**src/rtl/mvelim_pkg.sv**
```systemverilog
package mvelim_pkg;

  typedef enum logic [1:0] {
    OP_MOV  = 2'd0,
    OP_ZEXT = 2'd1,
    OP_SEXT = 2'd2,
    OP_RSVD = 2'd3
  } mv_op_e;

  typedef enum logic [1:0] {
    SZ_B = 2'd0,
    SZ_W = 2'd1,
    SZ_D = 2'd2,
    SZ_Q = 2'd3
  } mv_size_e;

  typedef enum logic [1:0] {
    PATH_ELIM      = 2'd0,
    PATH_ALU_RULE  = 2'd1,
    PATH_ALU_NORES = 2'd2,
    PATH_NONE      = 2'd3
  } mv_path_e;

endpackage

```
**src/rtl/mvelim_rules.sv**
```systemverilog
module mvelim_rules
  import mvelim_pkg::*;
#(
  parameter int unsigned AW = 4
) (
  input  logic          valid,
  input  logic [1:0]    op,
  input  logic [AW-1:0] src_arch,
  input  logic [AW-1:0] dst_arch,
  input  logic [1:0]    src_size,
  input  logic [1:0]    dst_size,
  input  logic          src_hi,
  input  logic          dst_hi,
  output logic          eligible
);

  logic shape_ok;
  logic wide_dst;
  logic distinct;

  // Shape check per move class; sign-extend and reserved never qualify.
  always_comb begin
    case (op)
      OP_MOV:  shape_ok = (src_size == dst_size) && !src_hi;
      OP_ZEXT: shape_ok = (src_size == SZ_B) && !src_hi;
      default: shape_ok = 1'b0;
    endcase
  end

  // Narrow destinations keep upper bits live, so they cannot share a mapping.
  assign wide_dst = ((dst_size == SZ_D) || (dst_size == SZ_Q)) && !dst_hi;
  assign distinct = (src_arch != dst_arch);
  assign eligible = valid && shape_ok && wide_dst && distinct;

endmodule

```
**src/rtl/mvelim_slot_alloc.sv**
```systemverilog
module mvelim_slot_alloc #(
  parameter int unsigned NLANES = 2,
  parameter int unsigned CW     = 2
) (
  input  logic [NLANES-1:0] elig,
  input  logic [CW-1:0]     slots,
  output logic [NLANES-1:0] grant
);

  logic [CW-1:0] used;

  // Walk lanes in program order; each eligible lane takes the next free slot.
  always_comb begin
    used  = '0;
    grant = '0;
    for (int i = 0; i < NLANES; i++) begin
      if (elig[i] && (used < slots)) begin
        grant[i] = 1'b1;
        used     = used + CW'(1);
      end
    end
  end

endmodule

```
**src/rtl/mvelim_top.sv**
```systemverilog
module mvelim_top
  import mvelim_pkg::*;
#(
  parameter int unsigned NLANES = 2,
  parameter int unsigned AREGS  = 16,
  parameter int unsigned PREGS  = 128,
  localparam int unsigned AW    = $clog2(AREGS),
  localparam int unsigned PW    = $clog2(PREGS),
  localparam int unsigned CW    = $clog2(NLANES + 1)
) (
  input  logic                          clk,
  input  logic                          rst_n,
  input  logic [NLANES-1:0]             in_valid,
  input  logic [NLANES-1:0][1:0]        in_op,
  input  logic [NLANES-1:0][AW-1:0]     in_src_arch,
  input  logic [NLANES-1:0][AW-1:0]     in_dst_arch,
  input  logic [NLANES-1:0][1:0]        in_src_size,
  input  logic [NLANES-1:0][1:0]        in_dst_size,
  input  logic [NLANES-1:0]             in_src_hi,
  input  logic [NLANES-1:0]             in_dst_hi,
  input  logic [NLANES-1:0]             in_src_dirty,
  input  logic [NLANES-1:0][PW-1:0]     in_src_preg,
  input  logic [CW-1:0]                 in_slots,
  output logic [NLANES-1:0]             out_valid,
  output logic [NLANES-1:0][1:0]        out_path,
  output logic [NLANES-1:0]             out_merge_req,
  output logic [NLANES-1:0]             out_map_we,
  output logic [NLANES-1:0][AW-1:0]     out_map_arch,
  output logic [NLANES-1:0][PW-1:0]     out_map_preg
);

  logic [NLANES-1:0]         elig;
  logic [NLANES-1:0]         grant;
  logic [NLANES-1:0][1:0]    d_path;
  logic [NLANES-1:0]         d_merge;
  logic [NLANES-1:0]         d_we;

  logic [NLANES-1:0]         q_valid;
  logic [NLANES-1:0][1:0]    q_path;
  logic [NLANES-1:0]         q_merge;
  logic [NLANES-1:0]         q_we;
  logic [NLANES-1:0][AW-1:0] q_arch;
  logic [NLANES-1:0][PW-1:0] q_preg;

  for (genvar g = 0; g < NLANES; g++) begin : g_lane
    mvelim_rules #(.AW(AW)) u_rules (
      .valid    (in_valid[g]),
      .op       (in_op[g]),
      .src_arch (in_src_arch[g]),
      .dst_arch (in_dst_arch[g]),
      .src_size (in_src_size[g]),
      .dst_size (in_dst_size[g]),
      .src_hi   (in_src_hi[g]),
      .dst_hi   (in_dst_hi[g]),
      .eligible (elig[g])
    );
  end

  mvelim_slot_alloc #(.NLANES(NLANES), .CW(CW)) u_alloc (
    .elig  (elig),
    .slots (in_slots),
    .grant (grant)
  );

  // Next-state: path code, merge request and map write per lane.
  always_comb begin
    for (int i = 0; i < NLANES; i++) begin
      if (!in_valid[i])      d_path[i] = PATH_NONE;
      else if (!elig[i])     d_path[i] = PATH_ALU_RULE;
      else if (grant[i])     d_path[i] = PATH_ELIM;
      else                   d_path[i] = PATH_ALU_NORES;
      d_we[i]    = grant[i];
      d_merge[i] = grant[i] & in_src_dirty[i];
    end
  end

  // Control registers: reset to idle.
  always_ff @(posedge clk or negedge rst_n) begin
    if (!rst_n) begin
      q_valid <= '0;
      q_path  <= {NLANES{2'(PATH_NONE)}};
      q_merge <= '0;
      q_we    <= '0;
    end else begin
      q_valid <= in_valid;
      q_path  <= d_path;
      q_merge <= d_merge;
      q_we    <= d_we;
    end
  end

  // Mapping datapath: no reset, loaded only for valid lanes.
  always_ff @(posedge clk) begin
    for (int i = 0; i < NLANES; i++) begin
      if (in_valid[i]) begin
        q_arch[i] <= in_dst_arch[i];
        q_preg[i] <= in_src_preg[i];
      end
    end
  end

  assign out_valid     = q_valid;
  assign out_path      = q_path;
  assign out_merge_req = q_merge;
  assign out_map_we    = q_we;
  assign out_map_arch  = q_arch;
  assign out_map_preg  = q_preg;

  for (genvar a = 0; a < NLANES; a++) begin : g_chk
    // a loaded lane carries the source physical register forward.
    p_preg_forward_r2: assert property (@(posedge clk) disable iff (!rst_n)
      in_valid[a] |=> (out_map_preg[a] == $past(in_src_preg[a])));
    // same-register moves never take the eliminated path.
    p_same_reg_r4: assert property (@(posedge clk) disable iff (!rst_n)
      (in_valid[a] && (in_src_arch[a] == in_dst_arch[a])) |=> (out_path[a] != PATH_ELIM));
    // sign-extends always go to the ALU by rule.
    p_sext_alu_r7: assert property (@(posedge clk) disable iff (!rst_n)
      (in_valid[a] && (in_op[a] == OP_SEXT)) |=> (out_path[a] == PATH_ALU_RULE));
    // a merge request implies elimination of a dirty source.
    p_merge_gate_r9: assert property (@(posedge clk) disable iff (!rst_n)
      out_merge_req[a] |-> ((out_path[a] == PATH_ELIM) && $past(in_src_dirty[a])));
    // idle lanes show no path and write no mapping.
    p_idle_lane_r11: assert property (@(posedge clk) disable iff (!rst_n)
      !out_valid[a] |-> ((out_path[a] == PATH_NONE) && !out_map_we[a]));
  end

  // never more eliminations than slots offered.
  p_slot_budget_r10: assert property (@(posedge clk) disable iff (!rst_n)
    ($countones(out_map_we) <= int'($past(in_slots))));

endmodule

```
**config.mk**
```make
export PLATFORM = sky130hd
export DESIGN_NAME = mvelim_top
export DESIGN_NICKNAME = d
export VERILOG_FILES = /design/src/rtl/mvelim_pkg.sv /design/src/rtl/mvelim_rules.sv /design/src/rtl/mvelim_slot_alloc.sv /design/src/rtl/mvelim_top.sv
export SDC_FILE = /design/constraint.sdc
export NUM_CORES = 1
export LEC_CHECK = 0
export BUFFER_PORTS_ARGS = -buffer_cell sky130_fd_sc_hd__buf_2
export CAP_MARGIN = 25
export CORE_UTILIZATION = 35
export DETAILED_ROUTE_END_ITERATION = 10
export PLACE_DENSITY = 0.79
export SYNTH_ARGS = -nofsm -noshare
export SYNTH_HDL_FRONTEND = slang
export SYNTH_SLANG_ARGS = --single-unit
export TNS_END_PERCENT = 5
```
**constraint.sdc**
```tcl
create_clock -name clk -period 1.2 [get_ports clk]
set_clock_uncertainty 0.1 [all_clocks]
set_input_delay 0.24 -clock clk [delete_from_list [all_inputs] [get_ports clk]]
set_output_delay 0.24 -clock clk [all_outputs]
set_load 0.02 [all_outputs]
```
* Word-level counts from Yosys, hierarchy flattened
Cells that the tools add are included.
** Cells by class
- Bitwise gates (word level) :: 2
- Equality and inequality tests :: 10
- $lt $le $gt $ge :: 2
- Mux-type cells :: 11
- Reduce and logical (&&, ||, !) cells :: 24
** Operators with widths (count)
- $logic_and 1x1->1 :: 14
- $mux 2 :: 6
- $eq 2x2->1 const B :: 4
- $logic_not 2->1 :: 4
- $ne 4x4->1 :: 2
- $eq 2x1->1 const B :: 2
- $eq 2x2->1 :: 2
- $logic_not 1->1 :: 4
- $pmux 1 s2 :: 2
- $mux 1 :: 3
- $and 1x1->1 :: 2
- $logic_or 1x1->1 :: 2
- $lt 1x2->1 :: 1
- $lt 1x2->1 const A :: 1
** Word-level totals
- Flip-flop bits (word level) :: 32
- Logic and storage cells :: 58
- Output and inout port bits :: 32

* Logic depth before layout (Yosys ltp)
Gate-level depths: netlist of the first run.
- Word-level depth :: 14
- Gate-level depth with buffers :: 4
- Mapped depth without buffers :: 4

* Cells and area by module
Synthesis of the first run repeated with hierarchy kept, for this count alone.
** Second synthesis, totals
- Cell total of the unflattened synthesis :: 69
- Area, all modules :: 1179.9 um^2
** By module, submodules not included
- mvelim_top :: instances 1, cells each 40, area an instance 960.9 um^2, sequential area each 915.9 um^2
- mvelim_rules :: instances 2, cells each 13, area an instance 98.8 um^2, sequential area each 0.0 um^2
- mvelim_slot_alloc :: instances 1, cells each 3, area an instance 21.3 um^2, sequential area each 0.0 um^2

* Least setup slack after synthesis of the first run
OpenSTA, ideal clock, no wires.
- Path type :: input -> register
- Start :: input in_src_size[1] (netlist bit)
- End :: register q_path (netlist bit out_path[1])
- Stages on the path :: 4
- Library setup time :: 83 ps
- Data arrival time :: 1079 ps
- Required time :: 1017 ps
- Path slack :: -62 ps
- Path through :: nor3b_1 -> a31oi_1 -> or3_4 -> o31ai_4
** RTL lines
- start, declared :: line mvelim_top.sv:17 : input logic [NLANES-1:0][1:0] in_src_size,
- end signal, assigned :: line mvelim_top.sv:81 : q_path <= {NLANES{2'(PATH_NONE)}};
- end signal, assigned :: line mvelim_top.sv:86 : q_path <= d_path;
- end, declared :: line mvelim_top.sv:39 : logic [NLANES-1:0][1:0] q_path;

* Worst setup path in the final report of the first run
- Start :: register q_path (netlist bit out_path[1])
- End :: output out_path[1] (netlist bit)
** RTL lines
- end, declared :: line mvelim_top.sv:25 : output logic [NLANES-1:0][1:0] out_path,
No word-level cell between the ends.

==> reports/metrics.csv, run 1 <==
stage,metric,value,unit
layout,share of cells above drive strength 1,0.571,
routing,via count,993,
routing,DRT antenna net count,0,
timing,total negative slack,-0.428,ns
outcome,failing checks,setup timing,
timing,Max Slew Vio Count,0,
critical_path,critical path type,reg -> out,
critical_path,family with the most delay on the worst path,flip-flops,
outcome,status,"finished, violations left",
logic_synthesis,syn avg cell area,17.5,um2
logic_synthesis,cell count after synthesis,69,
floorplan,die area,3690,um2
cts,TritonCTS clock tree,yes,
layout,register area,916,um2
placement,DP Wirelength,2060,um
timing,"Hold Violations, Final",0,
floorplan,die height,60.8,um
placement,Port Buf Inserts,85,
logic_synthesis,register bit total from synthesis,32,
min_path,type of the worst min-delay path,in -> reg,
routing,1st-iter DRT viols,23,
floorplan,Rows,20,
global_route,largest net degree at the start of global routing,14,
floorplan,Die X,60.8,um
timing,Peak Freq,766,MHz
cts,total clock sinks,32,
critical_path,CP Launch Type,register,
layout,"Design Area, Final",1990,um2
critical_path,WP buf/inv,1,
floorplan,I/O pin count,86,
pwr,cell leakage power,0.907,nW
timing,final setup fails,6,
layout,nets,237,
min_path,Hold EP,out_path[1]$_DFF_PN1_,
critical_path,critical-path cell list,buf_6,
cts,CTS Buffer Depth,2,
logic_synthesis,Synth area leader,edfxtp_1,
timing,slew margin rel.,0.777,
timing,post-layout worst setup margin,-0.106,ns
min_path,Hold Path Cell Cnt,2,
layout,Layout area overhead,64.3,%
global_route,first-pass GRT wire length,3950,um
logic_synthesis,Post-Synthesis Net Count,123,
critical_path,critical path arrival,0.97,ns
critical_path,Setup crit end kind,output pin,
routing,via/cell ratio,4.36,
layout,highest-count cells in the layout ignoring fill and taps,"buf_2 (81), edfxtp_1 (22), dlygate4sd3_1 (19)",
logic_synthesis,top-area cell type share of the netlist area,0.547,
logic_synthesis,mapped cell area,1210,um2
floorplan,core region area,3150,um2
pwr,VDD IR-drop max,0.598,mV
cts,clock transition at the registers of the reported paths,0.09,ns
logic_synthesis,count of cell types in the netlist,23,
global_route,GR Overflow Total,0,
logic_synthesis,top post-synthesis cells by area,"edfxtp_1 (55%), dfrtp_1 (12%), dfstp_2 (8.7%)",
critical_path,crit-path max FO,1,
logic_synthesis,sequential area share after synthesis,0.758,
logic_synthesis,Ys Warns,0,
timing,Final min period,1.31,ns
global_route,antenna violations before repair,0,
layout,multi-input logic area,278,um2
run,max_cap viols,0,
timing,unrepaired setup endpoints after global routing,true,
routing,wire length per cell,12.0,um
placement,Placement Cell Area,1710,um2
layout,antenna diode instance count,0,
routing,number of remaining DRC errors,0,
layout,# fillers,273,
layout,post-layout util,0.630,
pwr,PwrDens,1150,nW/um2
global_route,vias in the first global route,904,
critical_path,slowest CP cell,dfstp_2,
floorplan,initial core utilization,0.383,
min_path,start point of the worst hold path,in_slots[1],
global_route,overall track demand over capacity in global routing,0.159,
cts,Root Buffer,clkbuf_4,
critical_path,Critical Path RT,0.86,ns
layout,"commonest non-fill, non-tap cell in the layout",buf_2,
placement,dpl cells,201,
critical_path,Max stage delay on crit path,0.54,ns
cts,CTS Buf Count,5,
routing,Pre-antenna DRT Iters,4,
routing,final WL,2730,um
timing,Final Cycle Share,1.09,
timing,Slew @ Worst Pin,0.332,ns
cts,CTS HTree Levels,2,
layout,Finished Layout Cells,228,
placement,routability-driven placement congestion ratio,0.716,
## layer usage
| metal | GRT usage | share of wire |
|---|---|---|
| met1 | 0.159 | 0.34 |
| met2 | 0.286 | 0.56 |
| met3 | 0.0512 | 0.069 |
| met4 | 0.0942 | 0.025 |
| met5 | 0 | 0 |
## worst max path at each step
stage | cells past startpoint | from | slack (ns) | to
6_report | 1 | out_path[1]$_DFF_PN1_ | -0.11 | out_path[1]
5_1_grt | 1 | out_path[1]$_DFF_PN1_ | -0.15 | out_path[1]
4_1_cts | 1 | out_path[1]$_DFF_PN1_ | -0.13 | out_path[1]
3_5_place_dp | 5 | in_dst_arch[1] | -0.26 | out_merge_req[1]$_DFF_PN0_
3_3_place_gp | 5 | in_dst_arch[1] | -0.22 | out_merge_req[1]$_DFF_PN0_
2_1_floorplan | 4 | in_src_size[1] | -0.06 | out_path[1]$_DFF_PN1_
## final cells by class
class / instances / area share
Tap cell: 44 / 0.0277
Sequential cell: 32 / 0.461
Clock buffer: 7 / 0.0277
Multi-Input combinational cell: 33 / 0.140
Clock inverter: 1 / 0.00189
Timing Repair Buffer: 107 / 0.334
Inverter: 4 / 0.00756
## metrics by stage
step | setup slack [ns] | hold slack (ns) | total power [mW]
finish | -0.106 | 0.0249 | 2.28
detailed placement | -0.256 | 0.00915 | 1.64
global route | -0.149 | 0.00337 | 2.38
global placement | -0.221 | 0.00365 | 1.63
CTS | -0.126 | 0.00144 | 2.30
floorplan | -0.0622 | -0.156 | 1.45
## repair_timing
action	in CTS	in global routing
gates resized for setup	8	0
endpoints found under the hold margin	25	3
hold buffers	16	3
endpoints found under the setup margin	18	31
setup buffers	0	0
gates cloned	0	0
## cell usage after synthesis
cell / n
a211oi_2: 1
a21oi_1: 2
a22o_1: 1
a31oi_1: 1
dfrtp_1: 6
dfstp_2: 4
edfxtp_1: 22
inv_1: 4
nand2b_1: 3
nand4_1: 2
nand4b_1: 1
nor2_1: 3
nor2b_1: 1
nor3b_1: 1
nor3b_2: 2
nor4_2: 1
nor4bb_1: 1
o31a_2: 1
o31ai_1: 2
o31ai_4: 1
or3_4: 1
xnor2_1: 4
xor2_1: 4
## flip-flops by register name (all words and copies together), names as in the netlist
register	count
out_valid	2
out_path	4
out_map_preg	14
out_map_arch	8
out_map_we	2
out_merge_req	2
## cell families (layout without fill, tap and decap cells)
group / Yosys count / count (layout) / synth area share
xor gates and xnor gates: 8 / 8 / 0.0580
DFF: 32 / 32 / 0.758
and+or+nand+nor: 16 / 16 / 0.102
buffers and inverters: 4 / 119 / 0.0124
AOI/OAI and AO/OA: 9 / 9 / 0.0694
## power by group
| part | switching (mW) | internal (mW) |
|---|---|---|
| registers | 0.0156 | 1.26 |
| clock network | 0.325 | 0.281 |
| logic | 0.206 | 0.189 |
Note: power is estimated with default switching activity, not from simulation.
==> inputs of run 2 (changes only) <==
Settings changed: BUFFER_PORTS_ARGS -buffer_cell sky130_fd_sc_hd__buf_2 to default, DONT_BUFFER_PORTS from default to 1, PLACE_DENSITY 0.79 to 0.58.
==> reports/metrics.csv, run 2 (synthesized netlist as in run 1, its figures left out) <==
stage,metric,value,unit
routing,Pre-antenna DRT Iters,4,
critical_path,Setup crit end kind,output pin,
placement,DP Wirelength,1620,um
timing,hold slack,-0.144,ns
cts,TritonCTS clock tree,yes,
timing,Final Cycle Share,1.04,
layout,share of cells above drive strength 1,0.187,
layout,Layout area overhead,34.5,%
layout,max FFs per register,14,
placement,dpl cells,114,
global_route,vias in the first global route,726,
critical_path,Critical Path RT,0.86,ns
cts,CTS Buf Count,5,
routing,DRT antenna net count,0,
layout,# fillers,289,
routing,final WL,2340,um
cts,Setup Buffers After CTS,0,
timing,"Hold Violations, Final",13,
global_route,largest net degree at the start of global routing,15,
outcome,status,"finished, violations left",
floorplan,core region area,3150,um2
placement,routability-driven placement congestion ratio,0.624,
cts,Root Buffer,clkbuf_4,
floorplan,Rows,20,
placement,Placement Cell Area,1270,um2
pwr,VDD IR-drop max,0.382,mV
layout,Finished Layout Cells,151,
min_path,type of the worst min-delay path,in -> reg,
floorplan,Die X,60.8,um
critical_path,crit-path max FO,1,
placement,Port Buf Inserts,0,
timing,Peak Freq,798,MHz
placement,dpl ws,-0.160,ns
pwr,cell leakage power,0.604,nW
timing,total negative slack,-0.187,ns
layout,antenna diode instance count,0,
critical_path,critical path arrival,0.91,ns
timing,post-layout worst setup margin,-0.0528,ns
critical_path,critical path type,reg -> out,
cts,CTS HTree Levels,2,
cts,CTS Buffer Depth,2,
layout,highest-count cells in the layout ignoring fill and taps,"dlygate4sd3_1 (28), edfxtp_1 (22), dfrtp_1 (6)",
global_route,GR Overflow Total,0,
cts,CTS Hold Bufs,29,
floorplan,die area,3690,um2
timing,Final min period,1.25,ns
timing,final setup fails,4,
layout,"commonest non-fill, non-tap cell in the layout",dlygate4sd3_1,
pwr,total power,2.14,mW
critical_path,crit path capture,out_path[2],
global_route,overall track demand over capacity in global routing,0.133,
timing,Slew @ Worst Pin,0.573,ns
layout,nets,160,
routing,1st-iter DRT viols,48,
layout,"Design Area, Final",1630,um2
timing,unrepaired setup endpoints after global routing,true,
timing,Max Slew Vio Count,0,
outcome,failing checks,"hold timing, setup timing",
routing,via/cell ratio,4.63,
cts,clock transition at the registers of the reported paths,0.09,ns
floorplan,I/O pin count,86,
cts,total clock sinks,32,
timing,slew margin rel.,0.618,
critical_path,CP Launch Type,register,
critical_path,Critical Path Stages,0,
run,max_cap viols,0,
routing,wire length per cell,15.5,um
floorplan,die height,60.8,um
floorplan,initial core utilization,0.383,
global_route,first-pass GRT wire length,3300,um
routing,number of remaining DRC errors,0,
critical_path,Crit. Startpoint,out_path[2]$_DFF_PN1_,
routing,via count,699,
global_route,antenna violations before repair,0,
pwr,PwrDens,1310,nW/um2
layout,post-layout util,0.515,
[run 2: how the worst min path moves through the flow]
stage / start / endpoint / slack [ns] / cells after the start
CTS: in_valid[0] / out_valid[0]$_DFF_PN0_ / -0.16 / 0
floorplan: rst_n / out_map_we[0]$_DFF_PN0_ / -0.16 / 0
global route: in_valid[0] / out_valid[0]$_DFF_PN0_ / -0.18 / 0
detailed placement: rst_n / out_valid[1]$_DFF_PN0_ / -0.16 / 0
finish: in_valid[0] / out_valid[0]$_DFF_PN0_ / -0.14 / 0
global placement: rst_n / out_valid[1]$_DFF_PN0_ / -0.16 / 0
[run 2: layout make-up]
type	count	area, um2	area share
Timing Repair Buffer	30	300	0.185
Clock inverter	2	10.0	0.00616
Clock buffer	6	51.3	0.0316
Inverter	4	15.0	0.00924
Sequential cell	32	916	0.564
Multi-Input combinational cell	33	278	0.171
Tap cell	44	55.1	0.0339
[run 2: timing repair]
item                                    CTS  global route
resized for setup                         0             1
endpoints found under the hold margin    62            13
pin swaps                                 0             0
endpoints found under the setup margin    4            17
[run 2: power breakdown]
part           switching (mW)  internal, mW  leakage (nW)
registers               0.108          1.27         0.337
logic                  0.0578         0.100         0.229
clock network           0.326         0.278        0.0380
total                   0.492          1.65         0.604
[run 2: per-layer routing]
metal / global-route usage / wire length, um
met1: 0.133 / 870
met2: 0.234 / 1230
met5: 0 / 0
met4: 0.0779 / 27
met3: 0.0533 / 210
